**src/rtl/igv_pkg.sv**
```systemverilog
package igv_pkg;
    parameter int GN_W  = 5;
    parameter int LVL_W = 3;
    parameter int VEC_W = 16;

    typedef struct packed {
        logic             valid;
        logic [GN_W-1:0]  gn;
        logic [LVL_W-1:0] lvl;
    } win_t;

    typedef enum logic {RD_IDLE, RD_RESP} rd_state_t;
endpackage

```
**src/rtl/igv_arbiter.sv**
```systemverilog
module igv_arbiter
    import igv_pkg::*;
#(
    parameter int NUM_GROUPS = 24
) (
    input  logic [NUM_GROUPS-1:0]       pend,
    input  logic [NUM_GROUPS*LVL_W-1:0] lvl_flat,
    input  logic [LVL_W-1:0]            mask,
    output win_t                        win
);
    logic [NUM_GROUPS-1:0] accepted;

    for (genvar g = 0; g < NUM_GROUPS; g++) begin : g_accept
        assign accepted[g] = pend[g] && (lvl_flat[g*LVL_W +: LVL_W] < mask);
    end

    always_comb begin
        win = '0;
        for (int i = NUM_GROUPS - 1; i >= 0; i--) begin
            if (accepted[i]) begin
                win.valid = 1'b1;
                win.gn    = GN_W'(i);
                win.lvl   = lvl_flat[i*LVL_W +: LVL_W];
            end
        end
    end

    // no group below the winner may itself be accepted
    always_comb begin
        for (int i = 0; i < NUM_GROUPS; i++) begin
            if (win.valid && (i < int'(win.gn)))
                p_lowest_wins_r1: assert (!(pend[i] && (lvl_flat[i*LVL_W +: LVL_W] < mask)));
        end
    end
endmodule

```
**src/rtl/igv_vector_file.sv**
```systemverilog
module igv_vector_file
    import igv_pkg::*;
#(
    parameter int NUM_LEVELS = 7,
    localparam int IDX_W = $clog2(NUM_LEVELS)
) (
    input  logic             clk,
    input  logic             we,
    input  logic [IDX_W-1:0] widx,
    input  logic [VEC_W-1:0] wdata,
    output logic [VEC_W-1:0] vec [NUM_LEVELS]
);
    for (genvar l = 0; l < NUM_LEVELS; l++) begin : g_word
        always_ff @(posedge clk) begin
            if (we && (widx == IDX_W'(l)))
                vec[l] <= wdata;
        end
    end
endmodule

```
**src/rtl/igv_read_fsm.sv**
```systemverilog
module igv_read_fsm
    import igv_pkg::*;
(
    input  logic             clk,
    input  logic             rst_n,
    input  logic             re,
    input  logic [VEC_W-1:0] data_in,
    output logic [VEC_W-1:0] rdata,
    output logic             rvalid
);
    rd_state_t        state_q, state_d;
    logic [VEC_W-1:0] data_q;

    always_comb begin
        unique case (state_q)
            RD_IDLE: state_d = re ? RD_RESP : RD_IDLE;
            RD_RESP: state_d = re ? RD_RESP : RD_IDLE;
            default: state_d = RD_IDLE;
        endcase
    end

    always_ff @(posedge clk or negedge rst_n) begin
        if (!rst_n) begin
            state_q <= RD_IDLE;
            data_q  <= '0;
        end else begin
            state_q <= state_d;
            if (re) data_q <= data_in;
        end
    end

    always_comb begin
        unique case (state_q)
            RD_RESP: begin rvalid = 1'b1; rdata = data_q; end
            default: begin rvalid = 1'b0; rdata = '0;     end
        endcase
    end

    p_resp_follows_req_r9: assert property (@(posedge clk) disable iff (!rst_n)
        re |=> rvalid);
    p_no_resp_unasked_r9: assert property (@(posedge clk) disable iff (!rst_n)
        !re |=> !rvalid);
endmodule

```
**src/rtl/irq_group_vectorer.sv**
```systemverilog
module irq_group_vectorer
    import igv_pkg::*;
#(
    parameter int          NUM_GROUPS = 24,
    parameter int          NUM_LEVELS = 7,
    parameter logic [15:0] ADDR_UPPER = 16'h4000,
    parameter logic [4:0]  ACC_ADDR   = 5'h10
) (
    input  logic                        clk,
    input  logic                        rst_n,
    input  logic [NUM_GROUPS-1:0]       pend_i,
    input  logic [NUM_GROUPS*LVL_W-1:0] lvl_i,
    input  logic [LVL_W-1:0]            mask_i,
    input  logic                        reg_re,
    input  logic                        reg_we,
    input  logic                        reg_byte,
    input  logic [4:0]                  reg_addr,
    input  logic [VEC_W-1:0]            reg_wdata,
    output logic [VEC_W-1:0]            reg_rdata,
    output logic                        reg_rvalid,
    output logic                        irq_valid,
    output logic [31:0]                 handler_addr
);
    localparam int IDX_W = $clog2(NUM_LEVELS);

    win_t             win_d, win_q;
    logic [VEC_W-1:0] vec [NUM_LEVELS];
    logic             is_acc, is_vec;
    logic [IDX_W-1:0] vidx;
    logic [VEC_W-1:0] hw_sel, rd_mux;

    igv_arbiter #(.NUM_GROUPS(NUM_GROUPS)) u_arb (
        .pend(pend_i), .lvl_flat(lvl_i), .mask(mask_i), .win(win_d)
    );

    always_ff @(posedge clk or negedge rst_n) begin
        if (!rst_n) win_q <= '0;
        else        win_q <= win_d;
    end

    // address decode
    assign vidx   = reg_addr[IDX_W:1];
    assign is_acc = (reg_addr[4:1] == ACC_ADDR[4:1]);
    assign is_vec = (reg_addr[4:IDX_W+1] == '0) && (int'(vidx) < NUM_LEVELS);

    igv_vector_file #(.NUM_LEVELS(NUM_LEVELS)) u_vec (
        .clk(clk),
        .we(reg_we && !reg_byte && is_vec && !reg_addr[0]),
        .widx(vidx),
        .wdata(reg_wdata),
        .vec(vec)
    );

    always_comb begin
        if (is_acc)
            hw_sel = {{(VEC_W-GN_W-2){1'b0}}, win_q.gn, 2'b00};
        else if (is_vec)
            hw_sel = vec[vidx];
        else
            hw_sel = '0;
        if (reg_byte)
            rd_mux = {8'h00, reg_addr[0] ? hw_sel[15:8] : hw_sel[7:0]};
        else
            rd_mux = hw_sel;
    end

    igv_read_fsm u_rd (
        .clk(clk), .rst_n(rst_n), .re(reg_re),
        .data_in(rd_mux), .rdata(reg_rdata), .rvalid(reg_rvalid)
    );

    assign irq_valid    = win_q.valid;
    assign handler_addr = (win_q.valid && (int'(win_q.lvl) < NUM_LEVELS))
                          ? {ADDR_UPPER, vec[win_q.lvl[IDX_W-1:0]]} : 32'h0;

    p_level_below_mask_r2: assert property (@(posedge clk) disable iff (!rst_n)
        irq_valid |-> (win_q.lvl < $past(mask_i)));
    p_empty_reads_zero_r3: assert property (@(posedge clk) disable iff (!rst_n)
        (reg_re && is_acc && !irq_valid) |=> (reg_rdata == '0));
    p_upper_fixed_r5: assert property (@(posedge clk) disable iff (!rst_n)
        irq_valid |-> (handler_addr[31:16] == ADDR_UPPER));

    for (genvar l = 0; l < NUM_LEVELS; l++) begin : g_ro
        p_acc_write_ignored_r7: assert property (@(posedge clk) disable iff (!rst_n)
            (reg_we && is_acc) |=> $stable(vec[l]));
    end
endmodule

```
**config.mk**
```make
export PLATFORM = sky130hd
export DESIGN_NAME = irq_group_vectorer
export DESIGN_NICKNAME = d
export VERILOG_FILES = /design/src/rtl/igv_pkg.sv /design/src/rtl/igv_arbiter.sv /design/src/rtl/igv_vector_file.sv /design/src/rtl/igv_read_fsm.sv /design/src/rtl/irq_group_vectorer.sv
export SDC_FILE = /design/constraint.sdc
export NUM_CORES = 1
export LEC_CHECK = 0
export BUFFER_PORTS_ARGS = -buffer_cell sky130_fd_sc_hd__buf_2
export CAP_MARGIN = 20
export CORE_MARGIN = 1.5
export CORE_UTILIZATION = 40
export CTS_BUF_LIST = sky130_fd_sc_hd__clkbuf_8
export CTS_CLUSTER_SIZE = 30
export DETAILED_ROUTE_END_ITERATION = 12
export GPL_ROUTABILITY_DRIVEN = 0
export PLACE_DENSITY = 0.59
export SYNTH_ARGS = -nofsm -noshare
export SYNTH_HDL_FRONTEND = slang
export SYNTH_HIERARCHICAL = 1
export SYNTH_SLANG_ARGS = --single-unit
```
**constraint.sdc**
```tcl
create_clock -name clk -period 1.9 [get_ports clk]
set_input_delay 0.19 -clock clk [delete_from_list [all_inputs] [get_ports clk]]
set_output_delay 0.19 -clock clk [all_outputs]
set_load 0.03 [all_outputs]
```
## Word level (Yosys, flattened, before mapping)

Cells that the tools add are included.

| word-level totals | value |
|---|---|
| input bits | 125 |
| output and inout bits | 50 |
| word-level logic and storage cells | 127 |
| bits in registers | 138 |

| cells by class | value |
|---|---|
| bitwise logic cells | 3 |
| order comparisons | 28 |
| reduce and logical (&&, ||, !) cells | 39 |
| muxes and demuxes | 38 |
| eq/ne operators | 7 |

Operators by type and width:

| operator | number |
|---|---|
| two-way mux 9 bit | 24 |
| two-way mux 16 bit | 8 |
| binary-select mux 16 bit (select 3 bit) | 2 |
| < comparator 3 bit | 24 |
| logical AND 1 bit | 36 |
| two-way mux 31 bit | 1 |
| equality test 3 bit (second input constant) | 3 |
| >= comparator 4 bit (second input constant) | 2 |
| two-way mux 8 bit | 1 |
| NOT 3 -> 4 bit | 2 |
| equality test 3 x 2 -> 1 bit (second input constant) | 2 |
| < comparator 3 bit (second input constant) | 2 |
| equality test 4 bit (second input constant) | 1 |
| equality test 3 x 1 -> 1 bit (second input constant) | 1 |
| logical NOT 3 bit | 1 |
| logical NOT 1 bit | 2 |
| two-way mux 1 bit | 2 |
| NOT 1 bit | 1 |

## Depth between registers and ports, before layout

Gate-level depths: netlist of the first run.

| logic depth | value |
|---|---|
| depth in word-level cells | 26 |
| mapped depth | 9 |
| gate-level depth less buffers | 9 |

## Modules after synthesis

Netlist of the first run, hierarchy kept.

By module, submodules not included:

| module | instances | cells an instance | sequential area each (sq um) | area each (sq um) |
|---|---|---|---|---|
| igv_vector_file | 1 | 119 | 3363.2 | 3449.6 |
| irq_group_vectorer | 1 | 255 | 225.2 | 2578.7 |
| igv_arbiter | 1 | 330 | 0.0 | 2443.6 |
| igv_read_fsm | 1 | 52 | 425.4 | 778.2 |

## Worst setup path after synthesis of the first run

Ideal clock, no wire load.

| path | value |
|---|---|
| path type | input to register |
| from | input reg_addr[1] |
| to | register u_vec/vec[100] in the netlist's numbering (enable) |
| data required time | 1.500 ns |
| stages | 6 |
| setup time | 0.400 ns |
| slack | -0.913 ns |
| path buffers | 3 |
| data arrival time | 2.412 ns |
| path through | buf_6 buf_12 buf_6 a31o_2 nor4b_1 nor4b_2 |

| on the way | value |
|---|---|
| word-level cells in the longest chain between the ends | 5 |
| elaborated cells between the ends (all ways) | 6 |
| classes of those cells | order compare (1); reduce/logical (5) |

Ends and longest elaborated chain:

| item | line | text |
|---|---|---|
| start: declaration | irq_group_vectorer.sv:17 | `input logic [4:0] reg_addr,` |
| < comparator 3 bit | irq_group_vectorer.sv:44 | `assign is_vec = (reg_addr[4:IDX_W+1] == '0) && (int'(vidx) < NUM_LEVELS);` |
| logical AND 1 bit | irq_group_vectorer.sv:44 |  |
| logical AND 1 bit (2 in a row) | irq_group_vectorer.sv:48 | `.we(reg_we && !reg_byte && is_vec && !reg_addr[0]),` |
| logical AND 1 bit * | igv_vector_file.sv:15 | `if (we && (widx == IDX_W'(l)))` |
| end signal: indexed assignment | igv_vector_file.sv:16 | `vec[l] <= wdata;` |
| end: declaration | igv_vector_file.sv:11 | `output logic [VEC_W-1:0] vec [NUM_LEVELS]` |

Mark *: on every way between the ends. The rest lies on a longest branch, timed or not.
A chain may end at the register's enable or synchronous reset.

## Worst setup path after layout of the first run

| path | value |
|---|---|
| from | register win_q[0] in the netlist's numbering |
| to | output handler_addr[0] |

| on the way | value |
|---|---|
| word-level cells in the longest chain between the ends | 5 |
| elaborated cells between the ends (all ways) | 7 |
| classes of those cells | order compare (1); mux (4); bitwise (1); reduce/logical (1) |

Ends and longest elaborated chain:

| item | line | text |
|---|---|---|
| start: declaration | irq_group_vectorer.sv:26 | `win_t win_d, win_q;` |
| start signal: assignment | irq_group_vectorer.sv:38 | `else win_q <= win_d;` |
| NOT 3 -> 4 bit (implied by the code) | irq_group_vectorer.sv:74 | `? {ADDR_UPPER, vec[win_q.lvl[IDX_W-1:0]]} : 32'h0;` |
| binary-select mux 16 bit (select 3 bit) | irq_group_vectorer.sv:74 |  |
| two-way mux 16 bit (implied by the code) (2 in a row) | irq_group_vectorer.sv:74 |  |
| two-way mux 31 bit * | irq_group_vectorer.sv:74 |  |
| end: declaration | irq_group_vectorer.sv:22 | `output logic [31:0] handler_addr` |

Mark *: on every way between the ends. The rest lies on a longest branch, timed or not. The select of a mux whose other input is x is not followed.

==> flow_summary.ini, run 1 <==
[status]
outcome = finished with violations
violations = negative setup slack

[route]
vias = 7770
drc_errors = 0
wl_per_cell_microns = 19.6
initialDrtViolationCount = 468
drtAntennaViolNets = 0
dr.pass1.iters = 5
vias_per_cell = 5.51
drt-total-wl_mm = 27.7

[layout]
n_antenna_cell = 0
multiInputGateArea_sq_um = 5370
drive_above_1_share_pct = 47.1
stdcell_area_sq_um = 13100
seqCellArea_sq_um = 4020
fillers = 1877
syn2layout_area_growth_pct = 41.6
layout.nets = 1286

[power_and_ir_drop]
leakage_nw = 5.46
power_density_nw_per_um2 = 740
ir_drop_uv = 446

[global_route]
grt_pass1_wl_mm = 41.3
grt_max_degree = 27
grt_usage_pct = 22.5
gr-total-overflow = 0
antenna_found_initial = 1
grt_pass1_vias = 7670

[die]
core_sq_um = 22600
ioPinCount = 175
rows = 55
die_w_microns = 155
die_y_microns = 155
start_util_pct = 40.9
die-area_sq_um = 24000

[synthesis]
synthAdderAreaFrac_pct = 6.49
synth_xor_xnor_area_share_pct = 0
yosysUniqueCellTypes = 80
syn_area_sq_um = 9250
synth_edf_count = 112
synth-compound-area-share_pct = 15.6
ys_seq_area_share_pct = 43.4
synthesis.instances = 756
async_reset_ff_share_pct = 18.8
ys.flop_type = edfxtp_1
yosys.area_share.simple_pct = 13.3
synth_area_per_cell_sq_um = 12.2
synthMuxAreaShare_pct = 15.9
yosys_register_bits = 138
synth_top_family_by_area = multiplexers
yosys_warnings = 6

[sta]
hold_viol = 0
finalMaxSlewViolations = 0
max_freq_mhz = 452
skew_ns = 0.00974
tns_ns = -4.47
rsz0062_at_grt = yes
worst_pin_slew_ns = 0.610
setup_viol = 20
min_period_ns = 2.21
fin_ws_ns = -0.310
slew_headroom_pct = 59.3
post-route-period-util_pct = 116

[hold_path]
hold_end = win_q[2]$_DFF_PN0_
min_from = lvl_i[2]
hold_class = in -> reg
holdPathStages = 3

[cts]
h-tree-depth = 4
clk_path_buf_depth = 2
cts_sinks = 138
numCtsBuffers = 17
tritoncts = yes
cts.clk_slew.worst_paths_ns = 0.07
cts_root_buffer = clkbuf_8
worstSkewPairLatency_ns = 0.46

[worst_setup_path]
timing.rr.start = u_vec/vec[1]$_DFFE_PP_
reg2reg_slack_ns = 0.10
crit_chain = buf_12 > buf_12 > mux4_2 > mux2i_1 > nor2_1 > buf_4
cpMaxStageDelayCell = mux4_2
crit_path_frequent_cell = buf_12
crit_fanout = 6
crit_family = multiplexers
worst_setup_path_end_kind = output pin
critPathArrivalTime_ns = 2.02
required_ns = 1.71
critPathMaxStageDelay_ns = 0.51
r2r-end = u_rd/data_q[1]$_DFFE_PN0P_
critPathLaunchType = register
critPathKind = reg -> out
path_buf_inv = 3
r2r_cells = 5

[placement]
io_buffers = 159
postPlaceCellArea_sq_um = 11700
hpwl_mm = 20.8

[flow_run]
maxCapViolCount = 0
[logic make-up after synthesis]
logic type,Yosys count
simple gates,221
other cells,1
flops,138
fa+ha+maj,48
mux,101
buf+inv,76
compound gates,171
[power breakdown]
part           leakage, nW  switching, mW  internal (mW)
logic                 3.90           1.93           1.74
clock network        0.221           1.26           1.36
registers             1.34         0.0553           3.35
[worst min-delay path: cells and delay by family]
| kind | cells | cell delay [ns] |
|---|---|---|
| compound gates | 2 | 0.16 |
| buf+inv | 1 | 0.11 |
[cell usage in the layout, fill, tap and decap left out, types with 15 or more instances in the layout]
cell type	n
mux4_2	23
ha_1	39
o211ai_1	29
o2bb2ai_1	17
buf_4	179
clkbuf_8	17
inv_1	22
buf_2	144
dlygate4sd3_1	17
nor2_1	40
and2_1	20
nor2b_1	22
buf_6	16
buf_12	18
mux2i_1	52
dfrtp_1	24
a21oi_1	17
nand2_1	39
edfxtp_1	112
nand2b_1	23
conb_1	15
[Yosys cell counts, types with 3 or more instances]
cell	count	area, sq um
edfxtp_1	112	3360
clkbuf_1	4	15.0
a221o_1	5	50.1
nor2b_1	23	144
ha_1	48	601
a221oi_1	6	52.6
o21ai_0	10	50.1
o211ai_1	29	218
a21oi_1	19	95.1
buf_6	9	101
mux2i_1	53	531
buf_1	3	11.3
mux2_4	10	150
nand2b_1	25	156
nand2_1	47	176
buf_2	12	60.1
o21ai_1	4	20.0
o2111ai_1	8	70.1
and4bb_2	3	37.5
a211oi_1	4	30.0
o31ai_1	3	22.5
o2bb2ai_1	17	149
o2111a_1	3	33.8
a22oi_1	9	67.6
mux2_2	8	90.1
and2_1	23	144
dfrtp_1	26	651
mux4_2	23	518
o21a_1	3	22.5
a221oi_2	5	75.1
nor4_1	3	18.8
o211a_1	4	40.0
and2_0	4	25.0
nor2_1	43	161
and4b_2	3	33.8
nand3b_1	14	105
nor3_1	9	45.0
nand3_1	6	30.0
mux4_1	7	184
buf_4	21	158
o221ai_1	6	52.6
inv_1	24	90.1
a31oi_1	6	37.5
[registers in the layout, summed over array words and instances (netlist names)]
name,cells
u_vec/vec,112
u_rd/state_q,1
irq_valid,1
u_rd/data_q,16
win_q,8
[routing by layer]
layer,wire (microns),GRT usage [%]
met1,12500,29.6
met5,10,0
met4,286,6.00
met2,13800,38.6
met3,1080,3.57
[through the flow]
step / power, mW / hold slack (ns) / worst slack (ns) / utilization, % / instances
3_3_place_gp: 6.59 / 0.221 / -0.639 / 51.9 / 1340
5_1_grt: 10.1 / 0.0629 / -0.386 / 57.9 / 1411
4_1_cts: 9.46 / 0.0188 / -0.331 / 55.3 / 1394
3_5_place_dp: 6.61 / 0.232 / -0.628 / 51.9 / 1340
6_report: 9.69 / 0.0586 / -0.310 / 57.9 / 1411
2_1_floorplan: 5.40 / -0.106 / -0.453 / - / 770
[worst max-delay path by stage]
stage / from / end / slack [ns] / cells past startpoint
2_1_floorplan: mask_i[2] / win_q[0]$_DFF_PN0_ / -0.45 / 9
3_3_place_gp: mask_i[1] / win_q[2]$_DFF_PN0_ / -0.64 / 11
3_5_place_dp: mask_i[1] / win_q[2]$_DFF_PN0_ / -0.63 / 11
4_1_cts: win_q[0]$_DFF_PN0_ / handler_addr[5] / -0.33 / 6
5_1_grt: win_q[0]$_DFF_PN0_ / handler_addr[0] / -0.39 / 6
6_report: win_q[0]$_DFF_PN0_ / handler_addr[0] / -0.31 / 6
[layout make-up]
type | count | share of cell area [%]
Clock buffer | 17 | 1.79
Clock inverter | 15 | 1.55
Inverter | 24 | 0.745
Tap cell | 285 | 2.72
Timing Repair Buffer | 376 | 21.6
Multi-Input combinational cell | 556 | 41.0
Sequential cell | 138 | 30.7
[what timing repair did]
| item | in CTS | in global routing |
|---|---|---|
| gates resized for setup | 32 | 77 |
| hold buffers | 17 | 0 |
| setup endpoints to repair | 20 | 25 |
| buffers inserted | 5 | 15 |
| pin swaps | 3 | 44 |
| gates cloned | 0 | 2 |
| hold endpoints to repair | 138 | 0 |
Note: power is estimated with default switching activity, not from simulation.
==> run 2: changes to the inputs <==
--- a/config.mk
+++ b/config.mk
@@ -7,7 +7,7 @@
 export LEC_CHECK = 0
 export BUFFER_PORTS_ARGS = -buffer_cell sky130_fd_sc_hd__buf_2
 export CAP_MARGIN = 20
-export CORE_MARGIN = 1.5
+export CORE_MARGIN = 2
 export CORE_UTILIZATION = 40
 export CTS_BUF_LIST = sky130_fd_sc_hd__clkbuf_8
 export CTS_CLUSTER_SIZE = 30
==> flow_summary.ini, run 2 (synthesized netlist as in run 1, its figures left out) <==
[sta]
setup_viol = 21
tns_ns = -5.33
max_freq_mhz = 442
worst_pin_slew_ns = 0.595
hold_viol = 0
slew_headroom_pct = 60.3
min_period_ns = 2.26
hold_ws_ns = 0.0232
skew_ns = 0.00840
fin_ws_ns = -0.362
finalMaxSlewViolations = 0
post-route-period-util_pct = 119
rsz0062_at_grt = yes

[layout]
largest_reg_flops = 112
layout.nets = 1280
n_antenna_cell = 0
stdcell_area_sq_um = 12900
drive_above_1_share_pct = 47.2
layout_commonest_cell = buf_4
largest-register = u_vec/vec
seqCellArea_sq_um = 4020
mostFrequentLayoutCells = buf_4, buf_2, edfxtp_1
largestRegisters = u_vec/vec x112, u_rd/data_q x16, win_q x8
fillers = 1871
syn2layout_area_growth_pct = 40.0
multiInputGateArea_sq_um = 5380

[route]
drtAntennaViolNets = 0
drc_errors = 0
initialDrtViolationCount = 462
met3_length_mm = 1.14
highest_layer = met4
vias_per_cell = 5.44
dr.pass1.iters = 9
met2WireLength_mm = 13.2
vias = 7639
wl_met1_mm = 12.5
drt-total-wl_mm = 27.2
wl_per_cell_microns = 19.4

[status]
outcome = finished with violations
violations = negative setup slack

[worst_setup_path]
critPathKind = reg -> out
crit_chain = buf_12 > mux4_2 > mux2i_1 > nor2_1 > buf_2
worst_setup_path_end_kind = output pin
required_ns = 1.71
critPathMaxStageDelay_ns = 0.51
path_buf_inv = 2
cpMaxStageDelayCell = mux4_2
critPathLaunchType = register
critPathArrivalTime_ns = 2.07
crit_family = multiplexers
crit_fanout = 12

[cts]
cts.clk_slew.worst_paths_ns = 0.08
tritoncts = yes
h-tree-depth = 4
worstSkewPairLatency_ns = 0.45
cts_root_buffer = clkbuf_8
numCtsBuffers = 17
cts_sinks = 138
clk_path_buf_depth = 2

[global_route]
antenna_found_initial = 0
gr-total-overflow = 0
grt_pass1_vias = 7434
grt_max_degree = 27
grt_usage_pct = 21.3
grt_pass1_wl_mm = 39.8

[die]
start_util_pct = 40.9
die-area_sq_um = 24400
die_w_microns = 156
core_sq_um = 22600
ioPinCount = 175
die_y_microns = 156
rows = 55

[flow_run]
maxCapViolCount = 0

[placement]
io_buffers = 159
hpwl_mm = 20.1
postPlaceCellArea_sq_um = 11800

[power_and_ir_drop]
power_density_nw_per_um2 = 689
ir_drop_uv = 352
leakage_nw = 5.37

[hold_path]
hold_class = in -> reg
-- run 2: cell types whose count changed in the layout (fill, tap and decap cells not counted), sizes merged --
cell         previous run  this run
buf                   357       352
bufinv                  3         0
clkinv                  2         9
clkinvlp                3         5
dlygate4sd3            17        16
inv                    31        24
-- run 2: per-layer routing --
| layer | vias up | GRT usage [%] |
|---|---|---|
| met3 | 26 | 3.11 |
| li1 | 3655 | - |
| met4 | 0 | 5.37 |
| met2 | 212 | 35.9 |
| met5 | - | 0 |
| met1 | 3746 | 29.1 |
-- run 2: area by class of cell --
type	count	share of cell area (%)
clock inverters	14	0.657
multi-input cells	556	41.5
clock buffers	17	1.81
repair buffers	370	21.5
inverters	24	0.754
well taps	285	2.75
flip-flops and latches	138	31.0
-- run 2: worst register-to-register path: stages (launching register included) --
cell	delay, ns
edfxtp_1	0.40
mux4_2	0.51
or2_0	0.22
a21oi_1	0.19
a211oi_1	0.09
mux2_2	0.29
-- run 2: worst paths after layout --
kind / to / cells after the start / slack [ns] / from
hold / removal: u_vec/vec[107]$_DFFE_PP_ / 1 / 0.02 / reg_wdata[11]
setup reg to reg: u_rd/data_q[1]$_DFFE_PN0P_ / 5 / 0.10 / u_vec/vec[1]$_DFFE_PP_
max in group asynchronous: win_q[0]$_DFF_PN0_ / 2 / 1.19 / rst_n
min in group asynchronous: u_rd/data_q[7]$_DFFE_PN0P_ / 2 / 0.28 / rst_n
hold reg to reg: u_rd/data_q[7]$_DFFE_PN0P_ / 1 / 0.52 / u_rd/data_q[7]$_DFFE_PN0P_
setup / recovery: handler_addr[5] / 5 / -0.36 / win_q[0]$_DFF_PN0_
-- run 2: per-stage QoR --
step / utilization, % / setup slack, ns / instances / power (mW)
6_report: 57.2 / -0.362 / 1404 / 8.92
5_1_grt: 57.2 / -0.437 / 1404 / 9.33
4_1_cts: 54.5 / -0.417 / 1389 / 8.69
3_5_place_dp: 52.1 / -0.599 / 1340 / 6.62
3_3_place_gp: 52.1 / -0.475 / 1340 / 6.59
2_1_floorplan: - / -0.453 / 770 / 5.40
-- run 2: repair_timing --
action | in CTS | in global routing
gates cloned | 0 | 3
hold buffers | 16 | 0
setup endpoints to repair | 20 | 26
pin swaps | 1 | 34
endpoints found under the hold margin | 128 | 0
gates resized for setup | 15 | 83
buffers inserted | 2 | 12
-- run 2: power breakdown --
group          leakage, nW  switching [mW]  internal [mW]
Sequential            1.34          0.0724           3.35
Clock                0.163            1.10          0.870
Combinational         3.87            1.89           1.65
Total                 5.37            3.06           5.86
==> run 3: changes to the inputs <==
--- a/config.mk
+++ b/config.mk
@@ -13,7 +13,9 @@
 export CTS_CLUSTER_SIZE = 30
 export DETAILED_ROUTE_END_ITERATION = 12
 export GPL_ROUTABILITY_DRIVEN = 0
+export GPL_TIMING_DRIVEN = 0
 export PLACE_DENSITY = 0.59
+export SKIP_LAST_GASP = 1
 export SYNTH_ARGS = -nofsm -noshare
 export SYNTH_HDL_FRONTEND = slang
 export SYNTH_HIERARCHICAL = 1
==> flow_summary.ini, run 3 (synthesized netlist as in run 1, its figures left out) <==
[cts]
worstSkewPairLatency_ns = 0.45
numCtsBuffers = 17
cts.clk_slew.worst_paths_ns = 0.07
cts_root_buffer = clkbuf_8
tritoncts = yes
h-tree-depth = 4
clk_path_buf_depth = 2
cts_sinks = 138

[power_and_ir_drop]
power_density_nw_per_um2 = 773
leakage_nw = 5.04
ir_drop_uv = 343

[layout]
drive_above_1_share_pct = 41.1
layout_commonest_cell = buf_2
mostFrequentLayoutCells = buf_2, edfxtp_1, buf_4
largest-register = u_vec/vec
layout.nets = 1200
syn2layout_area_growth_pct = 34.2
stdcell_count = 1327
largestRegisters = u_vec/vec x112, u_rd/data_q x16, win_q x8
largest_reg_flops = 112

[worst_setup_path]
required_ns = 1.71
crit_fanout = 8
critPathArrivalTime_ns = 2.05
critPathKind = reg -> out
worst_setup_path_end_kind = output pin
critPathLaunchType = register

[sta]
slew_headroom_pct = 61.0
fin_ws_ns = -0.342
min_period_ns = 2.24
setup_viol = 20
post-route-period-util_pct = 118
finalMaxSlewViolations = 0
hold_viol = 0
worst_pin_slew_ns = 0.578
skew_ns = 0.0124
tns_ns = -4.82
max_freq_mhz = 446
rsz0062_at_grt = yes

[route]
initialDrtViolationCount = 476
vias_per_cell = 5.66
wl_per_cell_microns = 21.4
dr.pass1.iters = 4
drc_errors = 0
drtAntennaViolNets = 0
drt-total-wl_mm = 28.5
vias = 7514

[global_route]
antenna_found_initial = 2
grt_pass1_wl_mm = 42.6
grt_pass1_vias = 7470
gr-total-overflow = 0
grt_max_degree = 27
grt_usage_pct = 23.4

[die]
ioPinCount = 175
die-area_sq_um = 24400
die_y_microns = 156
core_sq_um = 22600
start_util_pct = 40.9
rows = 55
die_w_microns = 156

[placement]
hpwl_mm = 19.7
dp.cells = 1214
io_buffers = 158

[status]
outcome = finished with violations
violations = negative setup slack

[hold_path]
hold_class = in -> reg

[flow_run]
maxCapViolCount = 0
==> run 3: layer usage <==
layer | wire [microns] | vias up | GRT usage [%]
met2 | 13200 | 277 | 36.7
li1 | - | 3506 | -
met5 | 0 | - | 0
met4 | 648 | 0 | 8.39
met3 | 1700 | 45 | 4.00
met1 | 12900 | 3686 | 32.6
==> run 3: area by class of cell <==
cell class                      instances  area (sq um)
Sequential cell                       138          4020
Tap cell                              285           357
Clock inverter                         11           164
Timing Repair inverter                  2          15.0
Fill cell                            1915         10200
Antenna cell                            2          5.00
Clock buffer                           21           289
Buffer                                 51           473
Inverter                               24          97.6
Timing Repair Buffer                  237          1750
Multi-Input combinational cell        556          5250
==> run 3: what timing repair did <==
| item | CTS | global route |
|---|---|---|
| resized for setup | 84 | 33 |
| buffers inserted | 42 | 16 |
| cloned | 5 | 0 |
| endpoints found under the hold margin | 137 | 0 |
| endpoints found under the setup margin | 105 | 105 |
| pin swaps | 21 | 20 |
| hold buffers | 18 | 0 |
==> run 3: critical path, cell delays in order, from the launching register on <==
cell and delay, ns:
dfrtp_1 0.36, buf_8 0.15, buf_12 0.15, buf_6 0.11
mux4_2 0.49, mux2i_1 0.13, nor2_1 0.06, buf_4 0.16
==> run 3: power by group <==
group | leakage [nW] | internal (mW) | switching (mW)
Sequential | 1.34 | 3.35 | 0.0644
Clock | 0.238 | 1.57 | 1.11
Combinational | 3.46 | 1.60 | 1.91
Total | 5.04 | 6.52 | 3.09
==> run 3: path summary, 6_finish.rpt <==
path / endpoint / cells after the start / start / slack [ns]
worst min register to register: u_rd/data_q[14]$_DFFE_PN0P_ / 1 / u_rd/data_q[14]$_DFFE_PN0P_ / 0.51
max in group asynchronous: win_q[2]$_DFF_PN0_ / 2 / rst_n / 1.20
worst min-delay path: win_q[2]$_DFF_PN0_ / 3 / lvl_i[2] / 0.08
min in group asynchronous: u_rd/data_q[7]$_DFFE_PN0P_ / 2 / rst_n / 0.27
worst max register to register: u_rd/data_q[3]$_DFFE_PN0P_ / 4 / u_vec/vec[75]$_DFFE_PP_ / 0.03
worst max-delay path: handler_addr[15] / 7 / win_q[0]$_DFF_PN0_ / -0.34
==> run 3: metrics by stage <==
| step | total power, mW | worst slack (ns) | utilization [%] | hold WS (ns) | instance area (sq um) |
|---|---|---|---|---|---|
| 2_1_floorplan | 5.40 | -0.453 | - | -0.106 | 9460 |
| 3_3_place_gp | 6.26 | -1.33 | 46.8 | 0.217 | 10600 |
| 3_5_place_dp | 6.28 | -1.33 | 46.9 | 0.227 | 10600 |
| 4_1_cts | 9.52 | -0.372 | 53.4 | 0.0462 | 12100 |
| 5_1_grt | 10.0 | -0.421 | 54.8 | 0.104 | 12400 |
| 6_report | 9.60 | -0.342 | 54.8 | 0.0793 | 12400 |
